$ cat config.mk
export PLATFORM = sky130hd
export DESIGN_NAME = cfg_smb_slave
export DESIGN_NICKNAME = d
export VERILOG_FILES = /design/src/rtl/cfg_smb_pkg.sv /design/src/rtl/cfg_smb_line_sync.sv /design/src/rtl/cfg_smb_byte_rx.sv /design/src/rtl/cfg_smb_regfile.sv /design/src/rtl/cfg_smb_clk_gate.sv /design/src/rtl/cfg_smb_slave.sv
export SDC_FILE = /design/constraint.sdc
export NUM_CORES = 1
export LEC_CHECK = 0
export BUFFER_PORTS_ARGS = -buffer_cell sky130_fd_sc_hd__clkbuf_2
export CAP_MARGIN = 20
export CORE_AREA = 2 2 91 93
export CTS_CLUSTER_DIAMETER = 60
export DETAILED_ROUTE_END_ITERATION = 8
export DIE_AREA = 0 0 93 95
export GPL_TIMING_DRIVEN = 0
export PLACE_DENSITY = 0.78
export SLEW_MARGIN = 20
export SYNTH_ARGS = -nofsm -noshare
export SYNTH_HDL_FRONTEND = slang
export SYNTH_SLANG_ARGS = --single-unit
$ cat constraint.sdc
create_clock -name clk -period 3.7 [get_ports clk]
set_input_delay 0.37 -clock clk [delete_from_list [all_inputs] [get_ports clk]]
set_output_delay 0.37 -clock clk [all_outputs]
set_load 0.01 [all_outputs]
$ cat src/rtl/cfg_smb_pkg.sv
package cfg_smb_pkg;
  localparam logic [7:0] DEV_WR_ADDR = 8'hD2;

  typedef enum logic [1:0] {
    PH_ADDR,
    PH_CMD,
    PH_CNT,
    PH_DATA
  } phase_e;

  typedef enum logic [1:0] {
    RX_IDLE,
    RX_BITS,
    RX_ACK,
    RX_SKIP
  } rx_state_e;
endpackage

$ cat src/rtl/cfg_smb_line_sync.sv
module cfg_smb_line_sync #(
  parameter int SYNC_STAGES = 2
) (
  input  logic clk,
  input  logic rst_n,
  input  logic scl_i,
  input  logic sda_i,
  output logic scl_s,
  output logic sda_s,
  output logic scl_rise,
  output logic scl_fall,
  output logic start_det,
  output logic stop_det
);
  localparam int DEPTH = SYNC_STAGES + 1;

  logic [DEPTH-1:0] scl_pipe;
  logic [DEPTH-1:0] sda_pipe;
  logic             scl_p;
  logic             sda_p;

  // idle bus is high, so reset the pipes high
  always_ff @(posedge clk or negedge rst_n) begin
    if (!rst_n) begin
      scl_pipe <= '1;
      sda_pipe <= '1;
    end else begin
      scl_pipe <= {scl_pipe[DEPTH-2:0], scl_i};
      sda_pipe <= {sda_pipe[DEPTH-2:0], sda_i};
    end
  end

  assign scl_s = scl_pipe[SYNC_STAGES-1];
  assign sda_s = sda_pipe[SYNC_STAGES-1];
  assign scl_p = scl_pipe[SYNC_STAGES];
  assign sda_p = sda_pipe[SYNC_STAGES];

  assign scl_rise  = scl_s & ~scl_p;
  assign scl_fall  = ~scl_s & scl_p;
  assign start_det = scl_s & scl_p & sda_p & ~sda_s;
  assign stop_det  = scl_s & scl_p & ~sda_p & sda_s;
endmodule

$ cat src/rtl/cfg_smb_byte_rx.sv
module cfg_smb_byte_rx
  import cfg_smb_pkg::*;
(
  input  logic       clk,
  input  logic       rst_n,
  input  logic       sda_s,
  input  logic       scl_rise,
  input  logic       scl_fall,
  input  logic       start_det,
  input  logic       stop_det,
  output logic       sda_oe,
  output logic       wr_en,
  output logic [7:0] wr_data
);
  localparam logic [3:0] BITS_PER_BYTE = 4'd8;

  rx_state_e  st;
  phase_e     ph;
  phase_e     ph_next;
  logic [3:0] bit_cnt;
  logic [7:0] shift_q;
  logic       byte_ok;

  assign byte_ok = (ph != PH_ADDR) || (shift_q == DEV_WR_ADDR);
  assign wr_data = shift_q;

  always_comb begin
    case (ph)
      PH_ADDR: ph_next = PH_CMD;
      PH_CMD:  ph_next = PH_CNT;
      default: ph_next = PH_DATA;
    endcase
  end

  always_ff @(posedge clk or negedge rst_n) begin
    if (!rst_n) begin
      st      <= RX_IDLE;
      ph      <= PH_ADDR;
      bit_cnt <= '0;
      shift_q <= '0;
      sda_oe  <= 1'b0;
      wr_en   <= 1'b0;
    end else begin
      wr_en <= 1'b0;
      if (start_det) begin
        st      <= RX_BITS;
        ph      <= PH_ADDR;
        bit_cnt <= '0;
        sda_oe  <= 1'b0;
      end else if (stop_det) begin
        st     <= RX_IDLE;
        sda_oe <= 1'b0;
      end else begin
        case (st)
          RX_BITS: begin
            if (scl_rise && bit_cnt != BITS_PER_BYTE) begin
              shift_q <= {shift_q[6:0], sda_s};
              bit_cnt <= bit_cnt + 4'd1;
            end else if (scl_fall && bit_cnt == BITS_PER_BYTE) begin
              if (byte_ok) begin
                sda_oe <= 1'b1;
                st     <= RX_ACK;
                wr_en  <= (ph == PH_DATA);
                ph     <= ph_next;
              end else begin
                st <= RX_SKIP;
              end
            end
          end
          RX_ACK: begin
            if (scl_fall) begin
              sda_oe  <= 1'b0;
              st      <= RX_BITS;
              bit_cnt <= '0;
            end
          end
          default: ;
        endcase
      end
    end
  end
endmodule

$ cat src/rtl/cfg_smb_regfile.sv
module cfg_smb_regfile #(
  parameter int         NREG    = 8,
  parameter logic [7:0] RST_VAL = 8'h00,
  localparam int        PTR_W   = $clog2(NREG + 1)
) (
  input  logic                       clk,
  input  logic                       rst_n,
  input  logic                       clr,
  input  logic                       wr_en,
  input  logic [7:0]                 wr_data,
  output logic [PTR_W-1:0]           ptr,
  output logic [NREG-1:0][7:0]       regs
);
  localparam logic [PTR_W-1:0] PTR_MAX = PTR_W'(NREG);

  always_ff @(posedge clk or negedge rst_n) begin
    if (!rst_n) begin
      ptr <= '0;
    end else if (clr) begin
      ptr <= '0;
    end else if (wr_en && ptr != PTR_MAX) begin
      ptr <= ptr + 1'b1;
    end
  end

  for (genvar i = 0; i < NREG; i++) begin : g_byte
    always_ff @(posedge clk or negedge rst_n) begin
      if (!rst_n) begin
        regs[i] <= RST_VAL;
      end else if (wr_en && !clr && ptr == PTR_W'(i)) begin
        regs[i] <= wr_data;
      end
    end
  end
endmodule

$ cat src/rtl/cfg_smb_clk_gate.sv
module cfg_smb_clk_gate #(
  parameter int NCLK = 8
) (
  input  logic [NCLK-1:0] clk_src,
  input  logic [NCLK-1:0] dis_mask,
  output logic [NCLK-1:0] clk_out
);
  for (genvar i = 0; i < NCLK; i++) begin : g_out
    assign clk_out[i] = clk_src[i] & ~dis_mask[i];
  end
endmodule

$ cat src/rtl/cfg_smb_slave.sv
module cfg_smb_slave #(
  parameter int         NREG     = 8,
  parameter int         NCLK     = 8,
  parameter int         DIS_BYTE = 1,
  parameter int         SS_BYTE  = 0,
  parameter int         SS_BIT   = 0,
  parameter logic [7:0] RST_VAL  = 8'h00
) (
  input  logic              clk,
  input  logic              rst_n,
  input  logic              scl_i,
  input  logic              sda_i,
  output logic              sda_oe_o,
  input  logic [NCLK-1:0]   clk_src_i,
  output logic [NCLK-1:0]   clk_o,
  output logic              spread_en_o,
  output logic [NREG*8-1:0] cfg_o
);
  localparam int PTR_W = $clog2(NREG + 1);

  logic                 scl_s;
  logic                 sda_s;
  logic                 scl_rise;
  logic                 scl_fall;
  logic                 start_det;
  logic                 stop_det;
  logic                 wr_en;
  logic [7:0]           wr_data;
  logic [PTR_W-1:0]     ptr;
  logic [NREG-1:0][7:0] regs;

  cfg_smb_line_sync #(.SYNC_STAGES(2)) u_line (
    .clk       (clk),
    .rst_n     (rst_n),
    .scl_i     (scl_i),
    .sda_i     (sda_i),
    .scl_s     (scl_s),
    .sda_s     (sda_s),
    .scl_rise  (scl_rise),
    .scl_fall  (scl_fall),
    .start_det (start_det),
    .stop_det  (stop_det)
  );

  cfg_smb_byte_rx u_rx (
    .clk       (clk),
    .rst_n     (rst_n),
    .sda_s     (sda_s),
    .scl_rise  (scl_rise),
    .scl_fall  (scl_fall),
    .start_det (start_det),
    .stop_det  (stop_det),
    .sda_oe    (sda_oe_o),
    .wr_en     (wr_en),
    .wr_data   (wr_data)
  );

  cfg_smb_regfile #(.NREG(NREG), .RST_VAL(RST_VAL)) u_regs (
    .clk     (clk),
    .rst_n   (rst_n),
    .clr     (start_det),
    .wr_en   (wr_en),
    .wr_data (wr_data),
    .ptr     (ptr),
    .regs    (regs)
  );

  cfg_smb_clk_gate #(.NCLK(NCLK)) u_gate (
    .clk_src  (clk_src_i),
    .dis_mask (regs[DIS_BYTE][NCLK-1:0]),
    .clk_out  (clk_o)
  );

  assign spread_en_o = regs[SS_BYTE][SS_BIT];
  assign cfg_o       = regs;
endmodule

# Yosys cells after proc, flatten, opt, wreduce, memory -nomap -nowiden

Cells that the tools add are included.

Register bits: 92
Input port bits: 12
Output and inout port bits: 74
Logic and storage cells: 133

Add/subtract/negate cells: 2
Equality and inequality tests: 23
Mux-type cells: 34
Bitwise operators: 29
Reduce and logical (&&, ||, !) cells: 28

Operator list:

| kind                  | count |
|---|---|
| $mux W4               | 6 |
| $mux W2               | 11 |
| $eq A4 B3 Y1 const B  | 4 |
| $and A1 B1 Y1         | 15 |
| $not A1 Y1            | 14 |
| $mux W1               | 13 |
| $logic_and A1 B1 Y1   | 12 |
| $ne A4 B2 Y1 const B  | 3 |
| $reduce_and A4 Y1     | 3 |
| $reduce_and A5 Y1     | 2 |
| $reduce_bool A2 Y1    | 5 |
| $add A4 B1 Y4 const B | 2 |
| $eq A4 B2 Y1 const B  | 2 |
| $eq A8 B8 Y1 const B  | 1 |
| $ne A4 B4 Y1 const B  | 2 |
| $pmux W2 S2           | 2 |
| $pmux W4 S2           | 1 |
| $ne A3 B1 Y1 const B  | 2 |
| $eq A2 B1 Y1 const B  | 2 |
| $eq A2 B2 Y1 const B  | 2 |
| $eq A4 B1 Y1 const B  | 1 |
| $eq A4 B4 Y1 const B  | 1 |
| $logic_not A4 Y1      | 1 |
| $ne A2 B1 Y1 const B  | 2 |
| 7 further kinds       | 7 |

# Longest topological paths before layout

Gate-level depths: netlist of the first run.

Depth in word-level cells: 8
Mapped depth: 6
Depth with buffers taken out: 6

# Cells and area by module

From an unflattened synthesis of the first run, not the netlist that was laid out.

Cell total of the unflattened synthesis: 273
Area total of the unflattened synthesis: 4,105.2 sq um

Modules (own cells, without submodules):

| module            | instances | cells an instance | area an instance (sq um) | sequential area each (sq um) |
|---|---|---|---|---|
| cfg_smb_regfile   | 1         | 168               | 2,855.2                  | 1,701.6 |
| cfg_smb_byte_rx   | 1         | 86                | 942.2                    | 450.4 |
| cfg_smb_line_sync | 1         | 10                | 190.2                    | 157.7 |
| cfg_smb_clk_gate  | 1         | 8                 | 110.1                    | 0.0 |
| cfg_smb_slave     | 1         | 1                 | 7.5                      | 0.0 |

# Least setup slack after synthesis of the first run

No wires, ideal clock.

Path kind: register -> register
Start: register u_line.scl_pipe[1]
End: register u_regs.regs[32] (netlist name)
Setup time: 0.125 ns
Arrival: 1.794 ns
Data required time: 3.575 ns
Path slack: 1.781 ns
Cell stages (with the launch flop): 7
Buffers on the path: 2
Clock period less this slack: 1.919 ns
Path through: dfstp_2 -> clkbuf_1 -> nand4b_1 -> and4b_1 -> clkbuf_1 -> nand2_1 -> mux2_2

Longest elaborated chain between the ends: 6

RTL lines:

| what                              | line                    | source |
|---|---|---|
| from (decl)                       | cfg_smb_line_sync.sv:17 | `logic [DEPTH-1:0] scl_pipe;` |
| from (signal assigned)            | cfg_smb_line_sync.sv:28 | `scl_pipe <= {scl_pipe[DEPTH-2:0], scl_i};` |
| $and A1 B1 Y1 (3 in series)       | cfg_smb_line_sync.sv:40 | `assign start_det = scl_s & scl_p & sda_p & ~sda_s;` |
| $logic_not A1 Y1                  | cfg_smb_regfile.sv:30   | `end else if (wr_en && !clr && ptr == PTR_W'(i)) begin` |
| $logic_and A1 B1 Y1 (2 in series) | cfg_smb_regfile.sv:30   |  |
| to (signal, indexed assignment)   | cfg_smb_regfile.sv:31   | `regs[i] <= wr_data;` |
| to (decl)                         | cfg_smb_regfile.sv:12   | `output logic [NREG-1:0][7:0] regs` |

Every way passes these cells.
A chain may end at the register's enable or synchronous reset.

# Final worst setup path of the first run

Start: register u_line.scl_pipe[1]
End: register u_regs.regs[36] (netlist name)

Same word-level chain as after synthesis.

==> out/metrics.yaml, run 1 <==
antennaDiodeCount: 0
layout_setup_ws_ns: 1.418
mostFrequentLayoutCell: "dfrtp_1"
maxCapViolCount: 0
syn-cell-area_mm2: 0.003869
startpoint_type: "flip-flop"
drc: 0
wire_per_inst_um: 16.37
worstSetupEndpointType: "flip-flop"
p_total_uw: 2263
grt_overflow: 0
vias_per_cell: 5.252
antenna_found_initial: 0
drive_gt1_share_pct: 49.60
cts.repair.resized: 0
num_rows: 33
grt_pass1_vias: 2529
irDropWorstVdd_v: 0.0002517
worstReg2RegStart: "u_line.scl_pipe[1]$_DFF_PN1_"
max-slew-margin-rel_pct: 52.68
synth_cell_type_count: 38
cts.path.max_buffers: 2
critical_path.max_fanout: 9
avgSynthCellArea_um2: 13.92
synthArstFlopShare_pct: 100.0
numCtsBuffers: 9
core-area_mm2: 0.007928
via_count: 2542
insertion_delay_ns: 0.35
period_needed_ns: 2.282
finalWirelength_um: 7925
first_iter_violations: 87
drtAntennaViolNets: 0
firstDrtPassIters: 4
die_area_mm2: 0.008835
fin_hold_ws_ns: 0.06418
drv_slew: 0
place.gp.congestion: 0.8259
seq_area_frac_synth_pct: 59.70
critPathArrivalTime_ns: 2.52
critPathRequiredTime_ns: 3.94
dp_hpwl_um: 5496
grt_max_degree: 93
place_area_mm2: 0.004434
io_buffers: 85
leakage_uw: 0.002439
initial_utilization_pct: 48.80
hold_viol: 0
ios: 86
pre_cts_slack_ns: 1.409
post_cts_buffers: 0
syn_inst: 278
synth_nets: 298
die_y_um: 95
critPathLaunch: "u_line.scl_pipe[1]$_DFF_PN1_"
tritoncts: "yes"
rsz0062_at_grt: "false"
power_density_mw_per_mm2: 488.7
dieWidth_um: 93
grtUsageTotal_pct: 18.52
setup_tns_ns: 0
clk_pin_slew_ns: 0.09
fmax_ghz: 0.4381
ys.flop_type: "dfrtp_1"
tightest_slew_ns: 0.7098
grt_pass1_wl_um: 12430
finClkSkew_ns: 0.01090
outcome: "finished, final reports clean"
worstSetupPathType: "flip-flop to flip-flop"
min_path_type: "input port to async pin"
synth_edf_count: 0
cts-root-buf: "clkbuf_8"
h-tree-depth: 3
area_delta_synth_final_pct: 19.70
fin_nets: 394
synth_seq_cells: 92
fin_area_mm2: 0.004631
finalCritPeriodShare_pct: 61.69
clkSinkCount: 92
hold_buffers: 0
ys.warnings.count: 0
setup_viol: 0
final_cell_mix: "dfrtp_1, clkbuf_2, mux2_2"
metrics by stage:
stage                     cells  util [%]
after global placement      468     55.82
after floorplan             278         -
after detailed placement    468     55.93
after CTS                   484     58.41
after global routing        484     58.41
final                       484     58.41
logic make-up after synthesis:
| kind of cell | count (synthesis) | share of synthesized area, % |
|---|---|---|
| muxes | 76 | 21.99 |
| buffers and inverters | 20 | 2.135 |
| xor gates and xnor gates | 4 | 0.9057 |
| adders and majority gates | 8 | 2.587 |
| DFF | 92 | 59.70 |
| and+or+nand+nor | 61 | 9.508 |
| AOI/OAI and AO/OA | 17 | 3.170 |
worst max-delay path: stages (launching register included):
cell	delay [ns]
dfstp_2	0.53
clkbuf_1	0.27
nand4b_1	0.24
and4b_1	0.25
clkbuf_1	0.14
nand2_1	0.34
mux2_2	0.39
layer usage:
| metal | vias to the layer above | track usage [%] | share of wire, % |
|---|---|---|---|
| li1 | 1174 | - | - |
| met1 | 1307 | 23.04 | 42 |
| met2 | 50 | 31.22 | 52 |
| met3 | 11 | 4.948 | 4.3 |
| met4 | 0 | 6.495 | 1.4 |
| met5 | - | 2.381 | 0 |
final timing paths:
kind	to	slack [ns]	cells past startpoint
worst min-delay path	u_regs.regs[11]$_DFFE_PN0P_	0.06	1
worst max register to register	u_regs.regs[36]$_DFFE_PN0P_	1.42	6
worst max-delay path	u_regs.regs[36]$_DFFE_PN0P_	1.42	6
worst min register to register	u_line.scl_pipe[1]$_DFF_PN1_	0.36	0
min in group clk	u_line.scl_pipe[0]$_DFF_PN1_	0.09	1
max in group asynchronous	u_rx.ph[1]$_DFFE_PN0P_	3.13	1
cell usage after synthesis (3+ instances only):
master / instances / area, um2
o211ai_1: 4 / 30.03
dfrtp_1: 86 / 2152
nand2_1: 11 / 41.29
dfstp_2: 6 / 157.7
mux2_2: 72 / 810.8
ha_1: 8 / 100.1
inv_1: 7 / 26.28
nand4b_1: 3 / 26.28
xor2_1: 3 / 26.28
and4b_1: 3 / 30.03
nor3_1: 3 / 15.01
o21ai_0: 4 / 20.02
nand3_1: 4 / 20.02
clkbuf_1: 11 / 41.29
nor2b_1: 9 / 56.30
nand2_2: 4 / 25.02
nor2_1: 11 / 41.29
mux2i_1: 4 / 40.04
state kept, by name (all words and copies together) (netlist names):
register	flops
u_line.scl_pipe	3
u_line.sda_pipe	3
u_regs.ptr	4
u_regs.regs	64
u_rx.bit_cnt	4
u_rx.ph	2
u_rx.sda_oe	1
u_rx.st	2
u_rx.wr_data	8
u_rx.wr_en	1
where the power goes:
part           switching, uW  total [uW]  internal (uW)
Sequential              46.0        1130           1080
Clock                    347         648            302
Combinational            308         486            178
Total                    700        2260           1560
layout make-up:
type                            instances  area [um2]
Inverter                                7       26.28
Tap cell                              105       131.4
Timing Repair Buffer                   85       434.2
Buffer                                 13       56.30
Clock inverter                          4       31.28
Fill cell                             662        3297
Clock buffer                           12       165.2
Sequential cell                        92        2310
Multi-Input combinational cell        166        1476
No activity file was read; power rests on OpenSTA's default activity.
==> inputs of run 2 (changes only) <==
- clock period: 3.7 -> 2.2 ns (I/O delays scaled with it)
==> out/metrics.yaml, run 2 (synthesized netlist as in run 1, its figures left out) <==
seq_area_mm2: 0.002310  # unchanged
vias_per_cell: 5.222  # -0.58%
finClkSkew_ns: 0.009988  # -0.0009108 ns
drtAntennaViolNets: 0  # unchanged
setup_tns_ns: 0  # unchanged
ios: 86  # unchanged
critPathTopFamily: "simple AND/OR/NAND/NOR gates"
fmax_ghz: 0.4851  # +11%
num_rows: 33  # unchanged
reg2regPathDepth: 6  # unchanged
antennaDiodeCount: 0  # unchanged
clk_pin_slew_ns: 0.09  # about the same
finalWirelength_um: 7958  # +0.42%
finalCritPeriodShare_pct: 93.70  # +32 points
crit_end: "u_regs.regs[38]$_DFFE_PN0P_"
grt_pass1_wl_um: 12470  # +0.28%
p_seq_share_pct: 49.8  # about the same
critPathLaunch: "u_line.scl_pipe[1]$_DFF_PN1_"
drive_gt1_share_pct: 50.52  # +0.92 points
dieWidth_um: 93  # unchanged
irDropWorstVdd_v: 0.0004225  # +68%
critical_path.max_fanout: 9  # unchanged
final_cell_mix: "dfrtp_1, clkbuf_2, mux2_2"
critPathArrivalTime_ns: 2.30  # -0.22 ns
period_needed_ns: 2.061  # -0.2210 ns
initial_utilization_pct: 48.80  # unchanged
leakage_uw: 0.002458  # +0.78%
fin_area_mm2: 0.004672  # +0.89%
first_iter_violations: 98  # +13%
worstSetupPathType: "flip-flop to flip-flop"
combPwrFrac_pct: 21.6  # about the same
core-area_mm2: 0.007928  # unchanged
post_cts_buffers: 0  # unchanged
worst-path-buf-inv: 2  # unchanged
power.switching_uw: 1183  # +69%
setup_viol: 0  # unchanged
worstReg2RegStart: "u_line.scl_pipe[1]$_DFF_PN1_"
io_buffers: 85  # unchanged
numCtsBuffers: 9  # unchanged
min_path_cells: 0
intPower_uw: 2632  # +68%
worstSetupEndpointType: "flip-flop"
tightest_slew_ns: 0.7151  # +0.005307 ns
grt_overflow: 0  # unchanged
largest_reg_flops: 64  # unchanged
min_path_type: "flip-flop to flip-flop"
regMostFlops: "u_regs.regs"
slowest_stage: "dfstp_2"
critPathRequiredTime_ns: 2.44  # -1.50 ns
drc: 0  # unchanged
cts.path.max_buffers: 2  # unchanged
mostFrequentLayoutCell: "dfrtp_1"
cpPeakStageDelay_ns: 0.54  # about the same
p_sw_share_pct: 31.02  # +0.078 points
fill_cells: 658  # -0.60%
rsz0062_at_grt: "false"
outcome: "finished, final reports clean"
maxCapViolCount: 0  # unchanged
grt_pass1_vias: 2534  # +0.20%
startpoint_type: "flip-flop"
hold_viol: 0  # unchanged
timing.rr.end: "u_regs.regs[38]$_DFFE_PN0P_"
dp_hpwl_um: 5496  # unchanged
die_y_um: 95  # unchanged
fin_nets: 397  # +0.76%
firstDrtPassIters: 4  # unchanged
grt_max_degree: 93  # unchanged
tritoncts: "yes"
h-tree-depth: 3  # unchanged
max-slew-margin-rel_pct: 52.33  # -0.35 points
insertion_delay_ns: 0.35  # about the same
antenna_found_initial: 0  # unchanged
place_area_mm2: 0.004434  # unchanged
p_total_uw: 3816  # +69%
crit_cells: 6  # unchanged
cts-root-buf: "clkbuf_8"
multiInputGateArea_mm2: 0.001486  # +0.68%
clkPwrFrac_pct: 28.7  # about the same
drv_slew: 0  # unchanged
area_delta_synth_final_pct: 20.76
grtUsageTotal_pct: 18.57  # +0.052 points
r2r_slack_ns: 0.14  # -1.28 ns
via_count: 2543  # +0.039%
cp_cell_sequence: "clkbuf_2, nand4b_1, and4b_1, clkbuf_1, nand2_2, mux2_2"
die_area_mm2: 0.008835  # unchanged
clkSinkCount: 92  # unchanged
wire_per_inst_um: 16.34  # -0.20%
power_density_mw_per_mm2: 816.7  # +67%
place.gp.congestion: 0.8259  # unchanged
-- run 2: per-layer routing --
metal  global-route usage, %  up-vias  routed length (um)
li1                        -     1179                   -
met1                   23.09     1303                3418
met2                   31.34       51                4076
met3                   4.948       10                 340
met4                   6.495        0                 122
met5                   2.381        -                   0
-- run 2: area by class of cell --
cell class / instances / area share, %
repair buffers: 88 / 9.936
inverters: 7 / 0.5624
clock inverters: 4 / 0.6695
plain buffers: 13 / 1.232
flip-flops and latches: 92 / 49.44
clock buffers: 12 / 3.535
well taps: 105 / 2.812
multi-input cells: 166 / 31.82
-- run 2: per-stage QoR --
step	setup slack, ns	util, %	hold slack (ns)	cells
6_report	0.1386	58.93	0.3599	487
5_1_grt	0.02530	58.93	0.3630	487
3_5_place_dp	-0.09053	55.93	0.3089	468
4_1_cts	-0.09595	58.79	0.3610	487
2_1_floorplan	0.2814	-	-0.07559	278
3_3_place_gp	-0.1097	55.82	0.3080	468
-- run 2: repair_timing --
| action | CTS | global route |
|---|---|---|
| hold buffers | 3 | 0 |
| endpoints found under the hold margin | 88 | 0 |
| pin swaps | 0 | 0 |
| setup endpoints to repair | 32 | 32 |
| resized for setup | 0 | 6 |
-- run 2: worst min path at each step --
| stage | endpoint | from | slack, ns |
|---|---|---|---|
| after floorplan | u_regs.ptr[0]$_DFFE_PN0P_ | rst_n | -0.08 |
| final | u_line.scl_pipe[1]$_DFF_PN1_ | u_line.scl_pipe[0]$_DFF_PN1_ | 0.36 |
| after detailed placement | u_line.scl_pipe[0]$_DFF_PN1_ | scl_i | 0.31 |
| after global routing | u_line.scl_pipe[1]$_DFF_PN1_ | u_line.scl_pipe[0]$_DFF_PN1_ | 0.36 |
| after CTS | u_line.scl_pipe[1]$_DFF_PN1_ | u_line.scl_pipe[0]$_DFF_PN1_ | 0.36 |
| after global placement | u_line.sda_pipe[0]$_DFF_PN1_ | sda_i | 0.31 |
-- run 2: worst reg2reg max path, stage by stage, from the launching register on --
cell      delay (ns)
dfstp_2         0.54
clkbuf_2        0.18
nand4b_1        0.21
and4b_1         0.25
clkbuf_1        0.17
nand2_2         0.24
mux2_2          0.37
-- run 2: power groups by stage --
stage | clock network [uW] | logic [uW] | registers (uW)
6_report | 1090 | 822 | 1900
5_1_grt | 1190 | 924 | 1920
2_1_floorplan | 0 | 550 | 1920
4_1_cts | 1110 | 835 | 1900
3_5_place_dp | 0 | 823 | 1930
3_3_place_gp | 0 | 780 | 1930
